==> src/rtl/seg_xlate_pkg.sv <==
package seg_xlate_pkg;
  localparam int ADDR_W = 32;
  localparam int PL_W   = 2;

  typedef struct packed {
    logic              present;
    logic              code;
    logic              rw;
    logic [PL_W-1:0]   dpl;
    logic [ADDR_W-1:0] limit;
    logic [ADDR_W-1:0] base;
  } seg_desc_t;

  typedef enum logic [1:0] {
    KIND_READ  = 2'd0,
    KIND_WRITE = 2'd1,
    KIND_FETCH = 2'd2,
    KIND_RSVD  = 2'd3
  } acc_kind_e;

  typedef enum logic [2:0] {
    CAUSE_NONE   = 3'd0,
    CAUSE_ABSENT = 3'd1,
    CAUSE_INDEX  = 3'd2,
    CAUSE_PRIV   = 3'd3,
    CAUSE_LIMIT  = 3'd4,
    CAUSE_KIND   = 3'd5
  } fault_cause_e;
endpackage

==> src/rtl/seg_desc_file.sv <==
module seg_desc_file
  import seg_xlate_pkg::*;
#(
  parameter int NSEG = 6,
  parameter int IW   = 3
) (
  input  logic          clk,
  input  logic          rst,
  input  logic          ld_en,
  input  logic [IW-1:0] ld_idx,
  input  seg_desc_t     ld_desc,
  input  logic [IW-1:0] rd_idx,
  output seg_desc_t     rd_desc,
  output logic          rd_idx_ok
);
  seg_desc_t ent_q [NSEG];

  for (genvar i = 0; i < NSEG; i++) begin : g_ent
    always_ff @(posedge clk) begin
      if (rst) ent_q[i] <= '0;
      else if (ld_en && ld_idx == IW'(i)) ent_q[i] <= ld_desc;
    end

    // a load lands in the addressed register one cycle later
    a_r11_load_lands: assert property (@(posedge clk) disable iff (rst)
      (ld_en && ld_idx == IW'(i)) |=> (ent_q[i] == $past(ld_desc)));
  end

  always_comb begin
    rd_desc   = '0;
    rd_idx_ok = 1'b0;
    for (int i = 0; i < NSEG; i++) begin
      if (rd_idx == IW'(i)) begin
        rd_desc   = ent_q[i];
        rd_idx_ok = 1'b1;
      end
    end
  end
endmodule

==> src/rtl/seg_rights_check.sv <==
module seg_rights_check
  import seg_xlate_pkg::*;
(
  input  seg_desc_t         desc,
  input  logic              idx_ok,
  input  logic [1:0]        kind,
  input  logic [PL_W-1:0]   cpl,
  input  logic [ADDR_W-1:0] off,
  output fault_cause_e      cause
);
  logic kind_bad;

  always_comb begin
    unique case (acc_kind_e'(kind))
      KIND_READ:  kind_bad = desc.code && !desc.rw;
      KIND_WRITE: kind_bad = desc.code || !desc.rw;
      KIND_FETCH: kind_bad = !desc.code;
      default:    kind_bad = 1'b1;
    endcase
  end

  always_comb begin
    if (!idx_ok)              cause = CAUSE_INDEX;
    else if (!desc.present)   cause = CAUSE_ABSENT;
    else if (cpl > desc.dpl)  cause = CAUSE_PRIV;
    else if (kind_bad)        cause = CAUSE_KIND;
    else if (off > desc.limit) cause = CAUSE_LIMIT;
    else                      cause = CAUSE_NONE;
  end
endmodule

==> src/rtl/seg_xlate.sv <==
module seg_xlate
  import seg_xlate_pkg::*;
#(
  parameter int NSEG = 6,
  localparam int IW = $clog2(NSEG + 1)
) (
  input  logic              clk,
  input  logic              rst,
  input  logic              ld_en,
  input  logic [IW-1:0]     ld_seg,
  input  logic [ADDR_W-1:0] ld_base,
  input  logic [ADDR_W-1:0] ld_limit,
  input  logic              ld_present,
  input  logic              ld_code,
  input  logic              ld_rw,
  input  logic [PL_W-1:0]   ld_dpl,
  input  logic              req_valid,
  input  logic [IW-1:0]     req_seg,
  input  logic [1:0]        req_kind,
  input  logic [PL_W-1:0]   req_cpl,
  input  logic [ADDR_W-1:0] req_off,
  output logic              rsp_valid,
  output logic              rsp_fault,
  output logic [2:0]        rsp_cause,
  output logic [ADDR_W-1:0] rsp_lin
);
  seg_desc_t    ld_desc, rd_desc;
  logic         rd_idx_ok;
  fault_cause_e cause;

  always_comb begin
    ld_desc.present = ld_present;
    ld_desc.code    = ld_code;
    ld_desc.rw      = ld_rw;
    ld_desc.dpl     = ld_dpl;
    ld_desc.limit   = ld_limit;
    ld_desc.base    = ld_base;
  end

  seg_desc_file #(.NSEG(NSEG), .IW(IW)) desc_file_i (
    .clk(clk), .rst(rst),
    .ld_en(ld_en), .ld_idx(ld_seg), .ld_desc(ld_desc),
    .rd_idx(req_seg), .rd_desc(rd_desc), .rd_idx_ok(rd_idx_ok)
  );

  seg_rights_check rights_i (
    .desc(rd_desc), .idx_ok(rd_idx_ok), .kind(req_kind),
    .cpl(req_cpl), .off(req_off), .cause(cause)
  );

  always_ff @(posedge clk) begin
    if (rst) begin
      rsp_valid <= 1'b0;
      rsp_fault <= 1'b0;
      rsp_cause <= '0;
      rsp_lin   <= '0;
    end else begin
      rsp_valid <= req_valid;
      rsp_fault <= req_valid && (cause != CAUSE_NONE);
      rsp_cause <= req_valid ? cause : CAUSE_NONE;
      rsp_lin   <= (req_valid && cause == CAUSE_NONE) ? rd_desc.base + req_off : '0;
    end
  end

  // one response per request, one cycle later
  a_r2_resp_follows: assert property (@(posedge clk) disable iff (rst)
    req_valid |=> rsp_valid);
  a_r2_no_spurious: assert property (@(posedge clk) disable iff (rst)
    !req_valid |=> !rsp_valid);
  // faults carry no address
  a_r10_fault_zero: assert property (@(posedge clk) disable iff (rst)
    rsp_fault |-> (rsp_lin == '0));
  // out-of-range register number
  a_r8_bad_index: assert property (@(posedge clk) disable iff (rst)
    (req_valid && req_seg >= IW'(NSEG)) |=> (rsp_fault && rsp_cause == CAUSE_INDEX));
  // passing response is base plus offset of the request
  a_r3_sum: assert property (@(posedge clk) disable iff (rst)
    (req_valid && cause == CAUSE_NONE) |=> (rsp_lin == $past(rd_desc.base) + $past(req_off)));
  // passing response never lies beyond the limit
  a_r4_limit: assert property (@(posedge clk) disable iff (rst)
    (req_valid && rd_idx_ok && req_off > rd_desc.limit) |=> rsp_fault);
endmodule

==> config.mk <==
export PLATFORM = sky130hd
export DESIGN_NAME = seg_xlate
export DESIGN_NICKNAME = d
export VERILOG_FILES = /design/src/rtl/seg_xlate_pkg.sv /design/src/rtl/seg_desc_file.sv /design/src/rtl/seg_rights_check.sv /design/src/rtl/seg_xlate.sv
export SDC_FILE = /design/constraint.sdc
export NUM_CORES = 1
export LEC_CHECK = 0
export BUFFER_PORTS_ARGS = -buffer_cell sky130_fd_sc_hd__buf_2
export CORE_UTILIZATION = 61
export DETAILED_ROUTE_END_ITERATION = 8
export HOLD_SLACK_MARGIN = 0.03
export PLACE_DENSITY = 0.8
export SYNTH_ARGS = -nofsm -noshare
export SYNTH_HDL_FRONTEND = slang
export SYNTH_SLANG_ARGS = --single-unit
==> constraint.sdc <==
create_clock -name clk -period 14.8 [get_ports clk]
set_clock_uncertainty 0.15 [all_clocks]
set_input_delay 1.48 -clock clk [delete_from_list [all_inputs] [get_ports clk]]
set_output_delay 1.48 -clock clk [all_outputs]
set_load 0.01 [all_outputs]
==> results summary <==
Row generation in the floorplan step produced 68 rows. The storage element area is 13,170 µm². Along the worst path, the maximum fanout reaches 57. The total area inside the core boundary comes to 34,630 µm². The fraction of final layout cells sized beyond drive strength 1 is 18.29%. The detailed placement HPWL came out at 32.83 mm. The depth of the worst register-to-register path came out at 14. The count of cells along the worst hold path came out at 3. The first TritonRoute pass finished after 8 iterations. The number of violations of the max-capacitance limit is 0. The tree is rooted in a clkbuf_16.

The Yosys step of the flow raised 0 warnings. Summed over all instances, the cell type with the most area after synthesis is edfxtp_1. The number of buffers between clock root and the deepest sink came out at 3. Leaving out fill and tap cells, the most frequent cells in the layout are 420 x and2_1, 414 x edfxtp_1, 150 x buf_2. The detailed-route DRC error count came out at 0. The number of design-rule violations left by the first detailed-router iteration is 1,590. The number of nets in the layout is 1,940. In this run the number of H-tree levels came out at 2.

The main flop type after synthesis is edfxtp_1. The share of power burned in combinational logic came out at 11.6%. The part of the total power dissipated in the clock network is 38.2%. The initial cell density of the core came out at 62.29%.

Counting the buffers created by CTS gives 47. The run finished with clean final reports. The number of global-route vias before repair came to 14,068.

At the worst endpoint, the required time is 15.11 ns. The internal portion of the total power is 2.254 mW. The measured slew at the worst slew-check pin is 0.9936 ns. The detail route stage leaves a number of antenna-violating nets equal to 0. The die footprint is 36,110 µm².

Summing internal, switching and leakage power gives 2.968 mW. Setup repair after global routing left no endpoint under its margin. The most common library cell in the layout ignoring fill and taps is and2_1. Counting the fill cells in the layout gives 2,423. The initial antenna violation count is 6. The width of the die is 190.0 µm.

The worst slew margin relative to its limit is 33.76%. The total non-filler cell area in the finished layout is 24,290 µm². The net switching power is 0.7139 mW. Summed over all failing endpoints, the final setup total negative slack is 0 ns.

The sequential group share of total power is 50.2%. The total of flip-flops plus latches after synthesis came out at 451. The signed area change from the synthesized netlist to the final layout came out at 12.61%. The post-cts gate resize count is 0. Post-CTS timing repair inserted 0 buffers for setup. The worst hold margin is 0.6451 ns. The share of the cycle needed by the critical path after routing came out at 40.77%. The area of the multi-input gates is 8094 µm². Once placement finished, the instance area stood at 22,840 µm². The class of the most critical hold timing path is reg2reg. In this run switching power makes up 24.05% of total power. The vertical die dimension came out at 190.0 µm. The critical path startpoint category is an input port. In this run, distinct cell masters in the synthesized netlist total 56.

The cell count after synthesis came out at 1,625. The total via count after detailed routing came out at 13,973. TritonCTS built the clock tree. The total congestion overflow after global routing came out at 0. After synthesis, flip-flops and latches occupy 61.07% of the total area. The proportion of register bits with asynchronous set or reset after synthesis is 0%. The nature of the critical path endpoint is a flop. Setup violations remaining at the end of the flow were counted as 0. The areal power density over the cells came out at 122.2 nW/µm². The routed length per placed instance came out at 24.53 µm. The largest net degree at the start of global routing came out at 70. The routed via count divided by cell count is 6.202. The global-route usage over all layers is 31.08%.

The worst-skew pair later-pin latency came out at 0.57 ns. The aggregate routed wire length is 55.26 mm. The final estimated routing congestion in global placement is 0.9573. The worst ir drop on vdd came out at 0.09772 mV. The final-report hold violation count came to 0. After synthesis, the cell types taking the most area are edfxtp_1 58%, and2_1 12%, mux4_2 4.6%. Based on the critical path, the design can be clocked at up to 0.1657 GHz. The wire length of the first global-routing pass is 82.82 mm. The number of input and output port buffers inserted is 151. After layout, the minimum clock period comes to 6.033 ns. The average size of a mapped cell came out at 13.27 µm². Clock-pin slew was measured on the worst setup and hold paths at 0.06 ns. The standby leakage power came out at 9.404 nW.

The number of buffers inserted by hold repair at cts came out at 0. The cell area after synthesis is 21,570 µm². Yosys mapped a number of flops with a built-in enable equal to 414. The critical path is of the in2reg type. The end-of-flow core utilization is 70.14%. The number of nets produced by synthesis is 1,806.

The arrival time of the worst setup path came out at 6.35 ns. The area share of the largest cell type after synthesis came out at 57.64%. The number of pins exceeding their max-slew limit in the final report is 0. The top-level I/O count is 152. The number of sinks handled by clock tree synthesis came out at 451.
layout make-up:
| type | instances | share of cell area (%) |
|---|---|---|
| Inverter | 11 | 0.1700 |
| Sequential cell | 451 | 54.23 |
| Antenna cell | 5 | 0.05151 |
| Clock inverter | 27 | 0.9427 |
| Tap cell | 455 | 2.344 |
| Timing Repair Buffer | 177 | 3.951 |
| Multi-Input combinational cell | 1071 | 33.32 |
| Clock buffer | 56 | 4.981 |
flip-flops by register name (all words and copies together) (netlist names):
register / flops
desc_file_i.ent_q: 414
rsp_lin: 32
rsp_cause: 3
rsp_fault: 1
rsp_valid: 1
critical path, stage by stage:
cell and delay, ns:
clkbuf_8 0.53, buf_4 0.68, and2_1 0.40, buf_4 0.33, nand2_1 0.08, o21ai_0 0.07, a222oi_1 0.10, ha_1 0.34
a211o_1 0.27, a21oi_1 0.11, o21ai_0 0.11, a31oi_1 0.21, o221ai_1 0.17, o21ai_0 0.11, and2_1 0.26, nand3_2 0.63
a211oi_1 0.40
worst paths after layout:
| kind | to | startpoint | slack [ns] |
|---|---|---|---|
| max | rsp_lin[18] | req_seg[0] | 8.77 |
| min | rsp_cause[1] | desc_file_i.ent_q[2][137] | 0.65 |
| max reg2reg | rsp_lin[26] | desc_file_i.ent_q[1][0] | 10.70 |
| min reg2reg | rsp_cause[1] | desc_file_i.ent_q[2][137] | 0.65 |
kinds of logic (layout without fill, tap and decap cells):
kind of cell,count (synthesis),in the layout,synth area share [%]
adder cells (fa/ha/maj),66,66,3.864
XOR/XNOR,26,26,1.056
buffers and inverters,103,271,1.885
AND/OR/NAND/NOR,616,616,16.19
flip-flops,451,451,61.07
AO/OA/AOI/OAI,221,221,6.654
multiplexers,142,142,9.282
other,0,5,0
power groups by stage:
stage	sequential (mW)	clock, mW	combinational [mW]
2_1_floorplan	1.52	0	0.222
3_3_place_gp	1.51	0	0.329
3_5_place_dp	1.52	0	0.338
4_1_cts	1.49	1.14	0.341
5_1_grt	1.50	1.19	0.372
6_report	1.49	1.13	0.343
through the flow:
step,setup slack [ns],std cells
after global routing,8.444,2252
after floorplan,7.264,1625
after CTS,8.848,2248
after detailed placement,8.276,2165
after global placement,8.365,2165
final,8.767,2253
cell usage after synthesis, drive strengths merged, types with 18 or more instances:
library cell  number
nand2             84
buf               18
dfxtp             37
ha                65
edfxtp           414
a21oi             48
mux2i             74
o21ai             85
and2             420
mux2              24
a21o              23
a222oi            23
nor2              59
mux4              44
clkbuf            74
routing by layer:
metal,part of all wire (%),GRT usage (%)
met1,40,43.74
met2,48,50.00
met3,9.5,4.519
met4,2.6,10.17
met5,0,0
(Power assumes the default switching activity.)
